==> src/rtl/ccr_pkg.sv <==
package ccr_pkg;
  localparam int CCR_W = 8;
  localparam int BIT_C = 0;
  localparam int BIT_V = 1;
  localparam int BIT_Z = 2;
  localparam int BIT_N = 3;
  localparam int BIT_I = 4;
  localparam int BIT_H = 5;
  localparam int BIT_X = 6;
  localparam int BIT_S = 7;
  localparam logic [CCR_W-1:0] CCR_RST = 8'hD0;

  typedef enum logic [2:0] {
    OP_NONE  = 3'd0,
    OP_ADD   = 3'd1,
    OP_SUB   = 3'd2,
    OP_LOGIC = 3'd3,
    OP_SHIFT = 3'd4,
    OP_INDEX = 3'd5
  } op_e;

  typedef struct packed {
    logic h;
    logic n;
    logic z;
    logic v;
    logic c;
  } arith_t;
endpackage

==> src/rtl/ccr_flag_calc.sv <==
module ccr_flag_calc
  import ccr_pkg::*;
#(
  parameter int DW = 8,
  parameter int IW = 16
) (
  input  logic          en,
  input  logic [2:0]    op,
  input  logic [DW-1:0] res,
  input  logic          carry,
  input  logic          half,
  input  logic          ovf,
  input  logic          shout,
  input  logic [IW-1:0] idx_res,
  input  arith_t        cur,
  output arith_t        nxt
);
  logic res_zero;
  logic res_neg;

  assign res_zero = (res == '0);
  assign res_neg  = res[DW-1];

  always_comb begin
    nxt = cur;
    if (en) begin
      case (op)
        OP_ADD: begin
          nxt.h = half;
          nxt.n = res_neg;
          nxt.z = res_zero;
          nxt.v = ovf;
          nxt.c = carry;
        end
        OP_SUB: begin
          nxt.n = res_neg;
          nxt.z = res_zero;
          nxt.v = ovf;
          nxt.c = carry;
        end
        OP_LOGIC: begin
          nxt.n = res_neg;
          nxt.z = res_zero;
          nxt.v = 1'b0;
        end
        OP_SHIFT: begin
          nxt.n = res_neg;
          nxt.z = res_zero;
          nxt.c = shout;
          nxt.v = res_neg ^ shout;
        end
        OP_INDEX: begin
          nxt.z = (idx_res == '0);
        end
        default: nxt = cur;
      endcase
    end
  end
endmodule

==> src/rtl/ccr_mask_ctl.sv <==
module ccr_mask_ctl (
  input  logic clk,
  input  logic rst_n,
  input  logic s_bit,
  input  logic i_bit,
  input  logic x_bit,
  input  logic stop_req,
  input  logic irq_req,
  input  logic xirq_req,
  output logic stop_ok,
  output logic irq_go,
  output logic xirq_go
);
  assign stop_ok = stop_req & ~s_bit;
  assign irq_go  = irq_req  & ~i_bit;
  assign xirq_go = xirq_req & ~x_bit;


  stop_block_chk: assert property (@(posedge clk) disable iff (!rst_n)
    (stop_req && s_bit) |-> !stop_ok);


  irq_mask_chk: assert property (@(posedge clk) disable iff (!rst_n)
    (i_bit || x_bit) |-> !(irq_go && i_bit) && !(xirq_go && x_bit));
endmodule

==> src/rtl/ccr_reg.sv <==
module ccr_reg
  import ccr_pkg::*;
#(
  parameter int DW = 8,
  parameter int IW = 16
) (
  input  logic             clk,
  input  logic             rst_n,
  input  logic             alu_en,
  input  logic [2:0]       alu_op,
  input  logic [DW-1:0]    alu_res,
  input  logic             alu_carry,
  input  logic             alu_half,
  input  logic             alu_ovf,
  input  logic             alu_shout,
  input  logic [IW-1:0]    idx_res,
  input  logic             int_entry,
  input  logic             rti_load,
  input  logic [CCR_W-1:0] rti_data,
  input  logic             sw_we,
  input  logic [CCR_W-1:0] sw_data,
  input  logic             stop_req,
  input  logic             irq_req,
  input  logic             xirq_req,
  output logic [CCR_W-1:0] ccr,
  output logic             stop_ok,
  output logic             irq_go,
  output logic             xirq_go
);
  logic [CCR_W-1:0] q, d;
  arith_t cur, calc;

  assign cur = '{h: q[BIT_H], n: q[BIT_N], z: q[BIT_Z], v: q[BIT_V], c: q[BIT_C]};

  ccr_flag_calc #(.DW(DW), .IW(IW)) u_calc (
    .en(alu_en), .op(alu_op), .res(alu_res), .carry(alu_carry),
    .half(alu_half), .ovf(alu_ovf), .shout(alu_shout),
    .idx_res(idx_res), .cur(cur), .nxt(calc)
  );

  always_comb begin
    d = q;
    d[BIT_H] = calc.h;
    d[BIT_N] = calc.n;
    d[BIT_Z] = calc.z;
    d[BIT_V] = calc.v;
    d[BIT_C] = calc.c;
    if (sw_we) begin
      d = sw_data;
      d[BIT_X] = q[BIT_X] & sw_data[BIT_X];
    end
    if (int_entry) d[BIT_I] = 1'b1;
    if (rti_load) d = rti_data;
  end

  always_ff @(posedge clk or negedge rst_n) begin
    if (!rst_n) q <= CCR_RST;
    else        q <= d;
  end

  assign ccr = q;

  ccr_mask_ctl u_mask (
    .clk(clk), .rst_n(rst_n),
    .s_bit(q[BIT_S]), .i_bit(q[BIT_I]), .x_bit(q[BIT_X]),
    .stop_req(stop_req), .irq_req(irq_req), .xirq_req(xirq_req),
    .stop_ok(stop_ok), .irq_go(irq_go), .xirq_go(xirq_go)
  );


  h_hold_chk: assert property (@(posedge clk) disable iff (!rst_n)
    (!rti_load && !sw_we && !(alu_en && alu_op == OP_ADD)) |=> $stable(ccr[BIT_H]));


  idx_only_chk: assert property (@(posedge clk) disable iff (!rst_n)
    (alu_en && alu_op == OP_INDEX && !rti_load && !sw_we && !int_entry)
      |=> ($stable(ccr[7:3]) && $stable(ccr[1:0])));


  x_norise_chk: assert property (@(posedge clk) disable iff (!rst_n)
    !rti_load |=> !$rose(ccr[BIT_X]));


  entry_i_chk: assert property (@(posedge clk) disable iff (!rst_n)
    (int_entry && !rti_load) |=> ccr[BIT_I]);
endmodule

==> config.mk <==
export PLATFORM = sky130hd
export DESIGN_NAME = ccr_reg
export DESIGN_NICKNAME = d
export VERILOG_FILES = /design/src/rtl/ccr_pkg.sv /design/src/rtl/ccr_flag_calc.sv /design/src/rtl/ccr_mask_ctl.sv /design/src/rtl/ccr_reg.sv
export SDC_FILE = /design/constraint.sdc
export NUM_CORES = 1
export LEC_CHECK = 0
export BUFFER_PORTS_ARGS = -buffer_cell sky130_fd_sc_hd__buf_2
export CORE_ASPECT_RATIO = 0.9
export CORE_MARGIN = 5
export CORE_UTILIZATION = 36
export DETAILED_ROUTE_END_ITERATION = 6
export GPL_TIMING_DRIVEN = 1
export PLACE_DENSITY_LB_ADDON = 0.1
export RECOVER_POWER = 100
export SYNTH_ARGS = -nofsm -noshare
export SYNTH_HDL_FRONTEND = slang
export SYNTH_SLANG_ARGS = --single-unit
==> constraint.sdc <==
create_clock -name clk -period 1.2 [get_ports clk]
set_input_delay 0.24 -clock clk [delete_from_list [all_inputs] [get_ports clk]]
set_output_delay 0.24 -clock clk [all_outputs]
set_load 0.01 [all_outputs]
---- Word level (Yosys, flattened, before mapping) ----
Cells that the tools add are included.
storage, ports and cells
  memory bits (writable) .................. 0
  latch bits .............................. 0
  memories ................................ 0
  register bits after elaboration ......... 8
  logic and storage cells ................. 46
  memory bits (read-only) ................. 0
  output and inout port bits .............. 11
operators by class
  magnitude comparators ................... 0
  div/mod/pow operators ................... 0
  bitwise logic cells ..................... 8
  shift operators ......................... 0
  mux-type cells .......................... 9
  equality and inequality tests ........... 5
  $add $sub $neg .......................... 0
  reduce and logical (&&, ||, !) cells .... 17
  $mul .................................... 0
operators by type and width
  cell                                            number
  zero test 16 bit                                1
  2-to-1 mux 8 bit                                2
  nonzero test 3 bit                              4
  AND reduction 2 bit                             5
  zero test 8 bit                                 1
  nonzero test 4 bit                              2
  == test 3 x 2 -> 1 bit (second input constant)  2
  == test 3 bit (second input constant)           2
  2-to-1 mux 5 bit                                1
  nonzero test 5 bit                              1
  bitwise AND 1 bit                               4
  one-hot mux 1 bit (2 select lines)              2
  OR reduction 4 bit                              1
  == test 3 x 1 -> 1 bit (second input constant)  1
  2-to-1 mux 1 bit                                3
  NOT 1 bit                                       3
  one-hot mux 1 bit (3 select lines)              1
  nonzero test 2 bit                              1
  OR reduction 2 bit                              1
  XOR 1 bit                                       1

---- Longest topological paths before layout ----
  word-level depth ........................ 7
  depth in mapped cells ................... 5
  depth with buffers taken out ............ 4

---- By module ----
From an unflattened synthesis, not the netlist that was laid out.
second synthesis, totals
  cells, all modules ...................... 68
  area total of the unflattened synthesis .. 645.6 µm²
modules (own cells, without submodules)
  module         instances  area an instance (µm²)  cells each
  ccr_reg        1          394.1                   36
  ccr_flag_calc  1          210.2                   29
  ccr_mask_ctl   1          41.3                    3

---- Worst setup path after synthesis ----
OpenSTA, ideal clock, no wires.
  path kind ............................... input to register
  start ................................... input alu_op[2]
  end ..................................... register q[1] (netlist: ccr[1])
  arrival time ............................ 1.192 ns
  path slack .............................. -0.117 ns
  cell stages on the path ................. 5
  cell sequence ........................... buf_6 -> or3_4 -> a311oi_4 -> and2b_1 -> a21oi_2
on the way
  longest elaborated chain between the ends .. 6
RTL lines
  item                                                                     RTL line             text
  start, declared                                                          ccr_reg.sv:10        input logic [2:0] alu_op,
  == test 3 x 2 -> 1 bit / == test 3 x 1 -> 1 bit (equally long branches)  ccr_flag_calc.sv:27  case (op)
  OR reduction 2 bit (no line)                                             n/a
  one-hot mux 1 bit (3 select lines)                                       ccr_flag_calc.sv:27
  2-to-1 mux 5 bit                                                         ccr_flag_calc.sv:26  if (en) begin
  2-to-1 mux 8 bit                                                         ccr_reg.sv:48        if (sw_we) begin
  2-to-1 mux 8 bit                                                         ccr_reg.sv:53        if (rti_load) d = rti_data;
  end signal, assigned                                                     ccr_reg.sv:57        if (!rst_n) q <= CCR_RST;
  end signal, assigned                                                     ccr_reg.sv:58        else q <= d;
  end, declared                                                            ccr_reg.sv:30        logic [CCR_W-1:0] q, d;
Several ways; a longest one is shown, not always the timed one. The select of a mux whose other input is x is not followed.
A chain may end at the register's enable or synchronous reset.

---- Worst setup path after layout ----
  start ................................... register q[4] (netlist: ccr[4])
  end ..................................... output irq_go
on the way
  longest elaborated chain between the ends .. 2
RTL lines
  item               RTL line            text
  NOT 1 bit          ccr_mask_ctl.sv:15  assign irq_go = irq_req & ~i_bit;
  bitwise AND 1 bit  ccr_mask_ctl.sv:15
  end, declared      ccr_reg.sv:27       output logic irq_go,
Every way passes these cells.

==> summary.md <==
| Metric | Value |
|---|---|
| CP cell instances | nor2b_1 -> buf_2 |
| Worst VDD drop | 0.638 mV |
| Sequential area share after synthesis | 0.277 |
| Layout Cells excl Fill | 182 |
| Top cell type's share of synthesized area | 0.170 |
| Fin worst setup slack | -0.000426 ns |
| R2R cell count | 3 |
| Row cnt | 15 |
| Reg2Reg Launch Point | ccr[5] |
| Largest register FFs | 8 |
| Slew Viols, Final | 0 |
| Nets@finish | 214 |
| Yosys warns | 0 |
| Cell area after synthesis | roughly 740 µm² |
| Max-cap violations | 0 |
| # diodes | 0 |
| Clk buf depth | 2 |
| Worst setup path start | ccr[4] |
| Total track usage | 0.141 |
| Crit path capture type | primary output |
| Overflow after GRT | 0 |
| Mapped Cells | 85 |
| Yosys reg bits | 8 |
| Layout cells sized above 1 | 0.522 |
| Number of hold violations in the final report | 0 |
| Post-route minimum period | between 1 and 1.5 ns |
| First drt pass iteration count | 4 |
| Fin Setup TNS | -0.000426 ns |
| Cell with the most instances after synthesis | o21ai_0 |
| Final clock period utilization by the worst path | 1.00 |
| Initial antenna violation count | 0 |
| RSZ-0062 raised after global routing | yes |
| Tightest Pin Transition | approximately 0.45 ns |
| Hold Crit Class | in2reg |
| Post-synth ARST share | 1.00 |
| Reg2Reg Capture Point | ccr[5] |
| Worst EP arrival | 0.96 ns |
| Peak Freq | approximately 0.83 GHz |
| Status | complete, but fails checks |
| Synth area leader | dfrtp_1 |
| Slowest-stage cell, CP | dfstp_2 |
| Worst Hold Path Cells | 3 |
| Port Buffer Count | 66 |
| Endpoint with the worst hold slack | ccr[5] |
| Largest net degree at the start of global routing | 16 |
| Worst Path Buf+Inv | 1 |
| Clock Skew | 0 ns |
| Antenna-violating nets left | 0 |
| Ranking of synthesized cells by area | dfrtp_1 (17%), dfstp_2 (11%), o21ai_0 (6.1%), nor2b_1 (4.3%), mux2i_1 (4.1%) |
| Via/cell ratio | 4.99 |
| Commonest cells post-synth | o21ai_0 (9), nand2_1 (7), dfrtp_1 (5), nor2b_1 (5) |
| Die Y | 52.9 µm |
| Max incr delay on CP | 0.54 ns |
| CTS Buf Count | 3 |
| Post-CTS Resized | 0 |
| Mean post-synth cell area | 8.66 µm² |
| Final WL | 2210 µm |
| First-pass GRT wire length | between 3000 and 4000 µm |
| Die area | between 0.003 and 0.004 mm² |
| Hold path start | rti_data[5] |
| Syn nets | 141 |
| Root Driver | clkbuf_4 |
| CP required | 0.96 ns |
| Leakage power | 0.553 nW |
| Number of global-route vias before repair | 858 |
| Distinct cells, synth | 42 |
| Die width | 57.7 µm |
| Critical path type | reg2out |
| Post-synth EDFFs | 0 |
| Pwr Density | between 700 and 800 mW/mm² |
| Clk Latency, worst-skew pair | approximately 0.25 ns |
| Final Wtd Congestion | 0.763 |
| Largest fanout on the critical path | 3 |
| Worst-path clk slew | about 0.050 ns |
| Final Core Density | 0.583 |
| Core area | 0.00193 mm² |
| CTS H-tree lvls | 1 |
| Post-CTS Setup Inserts | 0 |
| I/O pins | 67 |
| Cell family with most CP delay | flip-flops |
| CP startpoint kind | register |
| CTS tree | yes |
| R2R setup slack | 0.23 ns |
| Overall Power | 0.851 mW |
| Hpwl dp | 1940 µm |
| Initial drt markers | 13 |
| Max transition margin | 0.699 |
| Final setup fails | 1 |
| Initial core utilization | 0.381 |
| Clock Sinks | 8 |
| Area grow syn2layout | 53.1% |
| Top_reg_cell synth | dfrtp_1 |
| Dpl cells | around 180 |
| Failing checks | negative setup slack |
| Via count | 909 |
| DR DRC count | 0 |
| Wire per inst | 12.2 µm |
==> stage by stage <==
| stage | hold WS (ns) | cell area, µm² | setup slack [ns] |
|---|---|---|---|
| final | 0.193 | 1130 | -0.000426 |
| after global routing | 0.193 | 1130 | -0.0442 |
| after CTS | 0.193 | 1150 | -0.00970 |
| after detailed placement | 0.0947 | 1110 | -0.200 |
| after global placement | 0.0922 | 1110 | -0.175 |
| after floorplan | -0.0556 | 748 | -0.0696 |
==> worst register-to-register path, cell delays in order, from the launching register on <==
cell and delay (ns):
dfrtp_1 0.38, mux2_4 0.26, mux2i_1 0.13, o21ai_0 0.09
==> what timing repair did <==
action,CTS,global route
hold endpoints to repair,5,0
hold buffers,1,0
endpoints found under the setup margin,3,4
==> power breakdown <==
group / switching (mW) / internal, mW / leakage (nW)
Sequential: 0.0176 / 0.305 / 0.0916
Clock: 0.0954 / 0.127 / 0.0150
Combinational: 0.139 / 0.166 / 0.447
Total: 0.252 / 0.599 / 0.553
==> layout make-up <==
type | instances | area, µm²
Clock buffer | 4 | 26.3
Fill cell | 194 | 807
Inverter | 2 | 7.51
Multi-Input combinational cell | 67 | 458
Sequential cell | 8 | 204
Tap cell | 25 | 31.3
Timing Repair Buffer | 76 | 399
==> cell families after synthesis <==
kind of cell	synth area share
AOI/OAI and AO/OA	0.245
xor gates and xnor gates	0.0119
buffers and inverters	0.0901
DFF	0.277
muxes	0.0561
and+or+nand+nor	0.320
==> metal layers <==
layer	share of wire	GRT usage	vias up
li1	-	-	460
met1	0.42	0.165	421
met2	0.49	0.256	28
met3	0.083	0.0488	0
met4	0	0.0116	0
met5	0	0	-
==> cell usage in the layout (no fill, tap or decap), types with 3 or more instances in the layout <==
cell,instances
a21oi_1,4
dfrtp_1,5
nor2_1,4
clkbuf_1,8
nor2b_1,5
or4_1,4
clkbuf_4,4
buf_4,8
dfstp_2,3
nand2_1,7
mux2i_1,3
nor3_1,4
o21ai_0,9
buf_2,57
==> worst max path at each step <==
stage | endpoint | slack, ns | cells past startpoint
floorplan | ccr[1] | -0.07 | 5
global placement | ccr[1] | -0.18 | 5
finish | irq_go | -0.0004 | 2
global route | stop_ok | -0.04 | 2
CTS | stop_ok | -0.01 | 2
detailed placement | ccr[1] | -0.20 | 5
(Power assumes the default switching activity.)
